===== src/rtl/cpusr_pkg.sv =====
package cpusr_pkg;
  localparam int REG_W   = 8;
  localparam int B_STK   = 5;
  localparam int B_GINT  = 4;
  localparam int B_TOUT  = 3;
  localparam int B_PDWN  = 2;
  localparam int B_PORF  = 1;
  localparam int B_BORF  = 0;

  typedef struct packed {
    logic stk_ok;
    logic gint;
    logic tout;
    logic pdwn;
    logic porf;
    logic borf;
  } flags_t;

  function automatic logic [REG_W-1:0] pack_status(input flags_t f);
    logic [REG_W-1:0] v;
    v = '0;
    v[B_STK]  = f.stk_ok;
    v[B_GINT] = f.gint;
    v[B_TOUT] = f.tout;
    v[B_PDWN] = f.pdwn;
    v[B_PORF] = f.porf;
    v[B_BORF] = f.borf;
    return v;
  endfunction

  function automatic logic ptr_at_top(input logic [15:0] ptr, input int width);
    logic r;
    r = 1'b1;
    for (int i = 0; i < width; i++) r &= ptr[i];
    return r;
  endfunction
endpackage


===== src/rtl/cpusr_stack_mon.sv =====
module cpusr_stack_mon #(
  parameter int SP_W = 4
) (
  input  logic            clk,
  input  logic            rst_n,
  input  logic            dev_rst,
  input  logic            push,
  input  logic [SP_W-1:0] ptr,
  output logic            stk_ok
);
  import cpusr_pkg::*;

  logic full_now;
  logic ovf_evt;
  logic full_q;
  logic ovf_q;

  assign full_now = ptr_at_top(16'(ptr), SP_W);
  assign ovf_evt  = push & full_now;

  always_ff @(posedge clk or negedge rst_n) begin
    if (!rst_n) begin
      full_q <= 1'b0;
      ovf_q  <= 1'b0;
    end else begin
      full_q <= full_now;
      if (dev_rst)      ovf_q <= 1'b0;
      else if (ovf_evt) ovf_q <= 1'b1;
    end
  end

  assign stk_ok = ~full_q & ~ovf_q;


  ovf_sticky_chk: assert property (@(posedge clk) disable iff (!rst_n)
    (!stk_ok && ovf_q && !dev_rst) |=> !stk_ok);

  full_clear_chk: assert property (@(posedge clk) disable iff (!rst_n)
    full_now |=> !stk_ok);

  dev_restore_chk: assert property (@(posedge clk) disable iff (!rst_n)
    (dev_rst && !full_now) |=> stk_ok);
endmodule


===== src/rtl/cpusr_power_flags.sv =====
module cpusr_power_flags (
  input  logic clk,
  input  logic rst_n,
  input  logic bor_evt,
  input  logic wdt_evt,
  input  logic clr_evt,
  input  logic slp_evt,
  output logic tout,
  output logic pdwn
);
  logic tout_q, pdwn_q;

  always_ff @(posedge clk or negedge rst_n) begin
    if (!rst_n) begin
      tout_q <= 1'b1;
      pdwn_q <= 1'b1;
    end else begin
      if (bor_evt)      tout_q <= 1'b1;
      else if (wdt_evt) tout_q <= 1'b0;
      else if (clr_evt) tout_q <= 1'b1;

      if (bor_evt)      pdwn_q <= 1'b1;
      else if (slp_evt) pdwn_q <= 1'b0;
      else if (clr_evt) pdwn_q <= 1'b1;
    end
  end

  assign tout = tout_q;
  assign pdwn = pdwn_q;


  tout_clear_chk: assert property (@(posedge clk) disable iff (!rst_n)
    (wdt_evt && !bor_evt) |=> !tout);

  pdwn_clear_chk: assert property (@(posedge clk) disable iff (!rst_n)
    (slp_evt && !bor_evt) |=> !pdwn);

  bor_power_chk: assert property (@(posedge clk) disable iff (!rst_n)
    bor_evt |=> (tout && pdwn));

  tout_hold_chk: assert property (@(posedge clk) disable iff (!rst_n)
    (!bor_evt && !wdt_evt && !clr_evt) |=> $stable(tout));
endmodule


===== src/rtl/cpusr_sw_bits.sv =====
module cpusr_sw_bits (
  input  logic       clk,
  input  logic       rst_n,
  input  logic       bor_evt,
  input  logic       dev_rst,
  input  logic       wr_en,
  input  logic [7:0] wr_data,
  output logic       gint,
  output logic       porf,
  output logic       borf
);
  import cpusr_pkg::*;

  logic gint_q, porf_q, borf_q;

  always_ff @(posedge clk or negedge rst_n) begin
    if (!rst_n) begin
      gint_q <= 1'b1;
      porf_q <= 1'b0;
      borf_q <= 1'b0;
    end else begin
      if (dev_rst)    gint_q <= 1'b1;
      else if (wr_en) gint_q <= wr_data[B_GINT];

      if (wr_en)      porf_q <= wr_data[B_PORF];

      if (bor_evt)    borf_q <= 1'b0;
      else if (wr_en) borf_q <= wr_data[B_BORF];
    end
  end

  assign gint = gint_q;
  assign porf = porf_q;
  assign borf = borf_q;


  gint_hw_win_chk: assert property (@(posedge clk) disable iff (!rst_n)
    dev_rst |=> gint);

  borf_hw_win_chk: assert property (@(posedge clk) disable iff (!rst_n)
    bor_evt |=> !borf);

  porf_hold_chk: assert property (@(posedge clk) disable iff (!rst_n)
    !wr_en |=> $stable(porf));
endmodule


===== src/rtl/cpusr_status_reg.sv =====
module cpusr_status_reg #(
  parameter int SP_W = 4
) (
  input  logic            clk,
  input  logic            pwr_rst_n,
  input  logic            brownout_evt,
  input  logic            wdog_timeout,
  input  logic            clr_wdog,
  input  logic            sleep_exec,
  input  logic            stk_push,
  input  logic [SP_W-1:0] stk_ptr,
  input  logic            reg_wr,
  input  logic [7:0]      reg_wdata,
  output logic [7:0]      reg_rdata,
  output logic            irq_block
);
  import cpusr_pkg::*;

  logic   dev_rst_evt;
  flags_t fl;

  assign dev_rst_evt = brownout_evt | wdog_timeout;

  cpusr_stack_mon #(.SP_W(SP_W)) u_stk (
    .clk(clk), .rst_n(pwr_rst_n), .dev_rst(dev_rst_evt),
    .push(stk_push), .ptr(stk_ptr), .stk_ok(fl.stk_ok)
  );

  cpusr_power_flags u_pwr (
    .clk(clk), .rst_n(pwr_rst_n), .bor_evt(brownout_evt),
    .wdt_evt(wdog_timeout), .clr_evt(clr_wdog), .slp_evt(sleep_exec),
    .tout(fl.tout), .pdwn(fl.pdwn)
  );

  cpusr_sw_bits u_sw (
    .clk(clk), .rst_n(pwr_rst_n), .bor_evt(brownout_evt),
    .dev_rst(dev_rst_evt), .wr_en(reg_wr), .wr_data(reg_wdata),
    .gint(fl.gint), .porf(fl.porf), .borf(fl.borf)
  );

  assign reg_rdata = pack_status(fl);
  assign irq_block = fl.gint;


  wdt_keeps_cause_chk: assert property (@(posedge clk) disable iff (!pwr_rst_n)
    (wdog_timeout && !brownout_evt && !reg_wr) |=> $stable(reg_rdata[1:0]));

  wdt_keeps_pdwn_chk: assert property (@(posedge clk) disable iff (!pwr_rst_n)
    (wdog_timeout && !brownout_evt && !sleep_exec && !clr_wdog) |=> $stable(reg_rdata[2]));
endmodule


===== config.mk =====
export PLATFORM = sky130hd
export DESIGN_NAME = cpusr_status_reg
export DESIGN_NICKNAME = d
export VERILOG_FILES = /design/src/rtl/cpusr_pkg.sv /design/src/rtl/cpusr_stack_mon.sv /design/src/rtl/cpusr_power_flags.sv /design/src/rtl/cpusr_sw_bits.sv /design/src/rtl/cpusr_status_reg.sv
export SDC_FILE = /design/constraint.sdc
export NUM_CORES = 1
export LEC_CHECK = 0
export BUFFER_PORTS_ARGS = -buffer_cell sky130_fd_sc_hd__buf_2
export CELL_PAD_IN_SITES_DETAIL_PLACEMENT = 1
export CELL_PAD_IN_SITES_GLOBAL_PLACEMENT = 2
export CORE_UTILIZATION = 19
export DETAILED_ROUTE_END_ITERATION = 10
export GPL_ROUTABILITY_DRIVEN = 0
export HOLD_SLACK_MARGIN = 0.15
export PLACE_DENSITY_LB_ADDON = 0.1
export SETUP_SLACK_MARGIN = 0.4
export SLEW_MARGIN = 40
export SYNTH_ARGS = -nofsm -noshare
export SYNTH_HDL_FRONTEND = slang
export SYNTH_SLANG_ARGS = --single-unit
export TNS_END_PERCENT = 30

===== constraint.sdc =====
create_clock -name clk -period 1.3 [get_ports clk]
set_clock_uncertainty 0.05 [all_clocks]
set_input_delay 0.26 -clock clk [delete_from_list [all_inputs] [get_ports clk]]
set_output_delay 0.26 -clock clk [all_outputs]
set_load 0.02 [all_outputs]

* Word level (Yosys, flattened, before mapping) *
Cells that the tools add are included.

storage, ports and cells
  latch bits = 0
  bits of input ports = 20
  RAM bits = 0
  memories = 0
  register bits = 7
  memory bits (read-only) = 0

operators by class
  shifts and indexed selects = 0
  bitwise operators = 8
  multiply operators = 0
  order comparisons = 0
  $add $sub $neg = 0
  divide/modulo/power cells = 0
  muxes and demuxes = 11
  eq/ne operators = 0
  reduce and logical (&&, ||, !) cells = 5

operator list
  operator           number
  $mux 1             11
  $reduce_bool 2->1  3
  $reduce_bool 3->1  2
  $and 1x1->1        5
  $not 1->1          2
  $or 1x1->1         1

* Longest topological paths before layout *
  depth in word-level cells = 6
  gate-level depth with buffers = 2
  depth with buffers taken out = 2

* Modules after synthesis *
Synthesis repeated with hierarchy kept, for this count alone.

second synthesis, totals
  cell total of the unflattened synthesis = 26
  area, all modules = 316.6 um^2

by module, submodules not included
  module             times used  seq. area each (um^2)  area each (um^2)  cells an instance
  cpusr_sw_bits      1           76.3                   116.4             8
  cpusr_stack_mon    1           50.0                   85.1              7
  cpusr_power_flags  1           52.6                   82.6              6
  cpusr_status_reg   1           0.0                    32.5              5

* Least setup slack after synthesis *
No wires, ideal clock.

  kind = reg2out
  start = reg u_sw.gint_q, in the netlist u_sw.gint
  end = out reg_rdata[4]
  arrival = 0.731 ns
  path slack = 0.259 ns
  stages on the path, launching flop included = 2
  path through = dfstp_2 -> buf_4

RTL lines
  item                    RTL line                text
  from (decl)             cpusr_sw_bits.sv:14     logic gint_q, porf_q, borf_q;
  from (signal assigned)  cpusr_sw_bits.sv:23     else if (wr_en) gint_q <= wr_data[B_GINT];
  to (decl)               cpusr_status_reg.sv:14  output logic [7:0] reg_rdata,

No word-level cell between the ends.

* Final worst setup path *
  start = reg u_sw.gint_q, in the netlist u_sw.gint
  end = out reg_rdata[4]

No word-level cell between the ends.

==> flow_summary.yaml <==
critical_path:
  cp-end-kind: "output port"
  cp.arrival_ns: 0.92
  cp_num_buf_inv: 1
  crit_path_cell_trace: "buf_6"
  critPathLaunchType: "flip-flop"
  critical_path.top_delay_family: "flip-flops"
  worst-endpoint-required_ns: 0.99
  r2r_slack_ns: 0.49
  critPathKind: "reg2out"
  crit_fanout: 3
  crit_slowest_cell: "dfstp_2"
  cpPeakStageDelay_ns: 0.55
power_and_ir_drop:
  leakage_nw: 0.242
  power.total_uw: 526
  peakVddDrop_mv: 0.582
  p_per_area_nw_per_um2: 1100
floorplanning:
  die_h_um: 44.2
  dieArea_um2: 1960
  num_rows: 14
  start_util_pct: 21.3
  io_pins: 29
  die_w_um: 44.2
  design.core.area_um2: 1590
grt:
  grt_busiest_layer: "met2"
  grt_remaining_overflow: 0
  grt_use_total_pct: 8.88
  grt_pass1_vias: 295
  grt_pass1_wl_um: 1200
  met3_usage_pct: 7.35
  antenna_found_initial: 0
  grt_max_degree: 8
  grt_use_met2_pct: 15.0
  grtUsageMet1_pct: 9.07
timing:
  final_max_slew_viol_count: 0
  hold_slack_ns: 0.107
  grt_setup_unrepaired: "true"
  period_minus_slack_ns: 1.23
  worst_slack_ns: 0.0703
  finalSetupViolations: 0
  fin_crit_sh_pct: 94.6
  finalHoldViolations: 0
  finalSetupTns_ns: 0
  fmax_mhz: 813
cts:
  cts_inserted_buffers: 3
  cts_tree: "done"
  clock_latency_ns: 0.25
  hold_buffers: 1
  post_cts_buffers: 0
  root_buffer: "clkbuf_4"
  max-clock-path-buffers: 2
  clkTransAtPathRegs_ns: 0.05
  cts_sinks: 7
  cts-htree-levels: 1
synth:
  seq_area_frac_synth_pct: 52.8
  ys_types: 12
  ys_ff_latch: 7
  synthCells: 30
  synth-warning-count: 0
  syn_area_per_cell_um2: 11.3
  synthesis.area_um2: 339
cells_and_area:
  final_area_um2: 477
  drive_gt1_share_pct: 61.2
  area_growth_syn_to_layout_pct: 40.6
  n_antenna_cell: 0
  stdcell_count: 73
  fin_util_pct: 29.9
  nets: 70
routing:
  dr.pass1.iters: 6
  route.detailed.drc: 3
  ant_nets: 0
  viasPerCell: 3.75
  initialDrtViolationCount: 3
  routed_wl_um: 754
  vias: 274
  wl_per_cell_um: 10.3
placed_design:
  placed_cells: 68
  post_dp_cell_area_um2: 418
  place_worst_setup_slack_ns: 0.320
  port_buffers: 21
flow_run:
  drv_cap: 0
outcome:
  violations: "design-rule violations"
  run_status: "finished, violations left"
hold_path:
  hold_class: "in2reg"
[logic make-up (layout without fill, tap and decap cells)]
| kind of cell | after synthesis | count (layout) | synth area share, % |
|---|---|---|---|
| other | 1 | 2 | 1.11 |
| AO/OA/AOI/OAI | 3 | 3 | 7.01 |
| buffers and inverters | 8 | 26 | 17.7 |
| multiplexers | 3 | 3 | 9.23 |
| AND/OR/NAND/NOR | 8 | 8 | 12.2 |
| flip-flops | 7 | 7 | 52.8 |
[placed cells by master (no fill, tap or decap), types with 2 or more instances in the layout]
master	n
buf_2	16
nor2_1	4
dfrtp_1	4
clkbuf_4	3
buf_4	3
dfstp_2	3
o21bai_1	2
mux2i_1	2
conb_1	2
buf_6	2
[where the power goes]
group          leakage [nW]  total (mW)  switching (mW)  internal (mW)
sequential           0.0842       0.239         0.00611          0.233
combinational         0.142      0.0872          0.0459         0.0413
clock                0.0150       0.200          0.0824          0.117
total                 0.242       0.526           0.134          0.391
[registers in the layout, indices dropped and copies added, names as in the netlist]
register and count:
u_pwr.tout 1, u_pwr.pdwn 1, u_sw.gint 1, u_stk.ovf_q 1, u_sw.porf 1, u_sw.borf 1, u_stk.full_q 1
[area by class of cell]
cell class                      instances  area, µm²
Multi-Input combinational cell         16        106
Timing Repair Buffer                   22        135
Fill cell                             194       1120
Sequential cell                         7        179
Tap cell                               24       30.0
Clock buffer                            4       26.3
[repair_timing]
item | CTS | global route
endpoints found under the setup margin | 7 | 7
gates resized for setup | 4 | 4
hold endpoints to repair | 9 | 2
[cells in the mapped netlist, drive strengths merged]
library cell / n / area share, %
buf: 8 / 18
nor2: 5 / 5.5
dfrtp: 4 / 30
dfstp: 3 / 23
mux2i: 2 / 5.9
o21bai: 2 / 4.4
a22o: 1 / 2.6
and4: 1 / 3.3
conb: 1 / 1.1
mux2: 1 / 3.3
nand2: 1 / 1.1
nor3b: 1 / 2.2
[final timing paths]
| kind | from | to | cells past startpoint |
|---|---|---|---|
| worst max-delay path | u_sw.gint | reg_rdata[4] | 1 |
| worst min-delay path | sleep_exec | u_pwr.pdwn | 2 |
| worst max register to register | u_pwr.pdwn | u_pwr.pdwn | 2 |
| worst min register to register | u_pwr.tout | u_pwr.tout | 2 |
| max in group asynchronous | pwr_rst_n | u_pwr.tout | 2 |
| min in group asynchronous | pwr_rst_n | u_sw.porf | 2 |
[routing by layer]
| layer | vias to the layer above | share of wire [%] |
|---|---|---|
| li1 | 130 | - |
| met1 | 124 | 36 |
| met2 | 20 | 51 |
| met3 | 0 | 12 |
| met4 | 0 | 0 |
| met5 | - | 0 |
No activity file was read; power rests on OpenSTA's default activity.
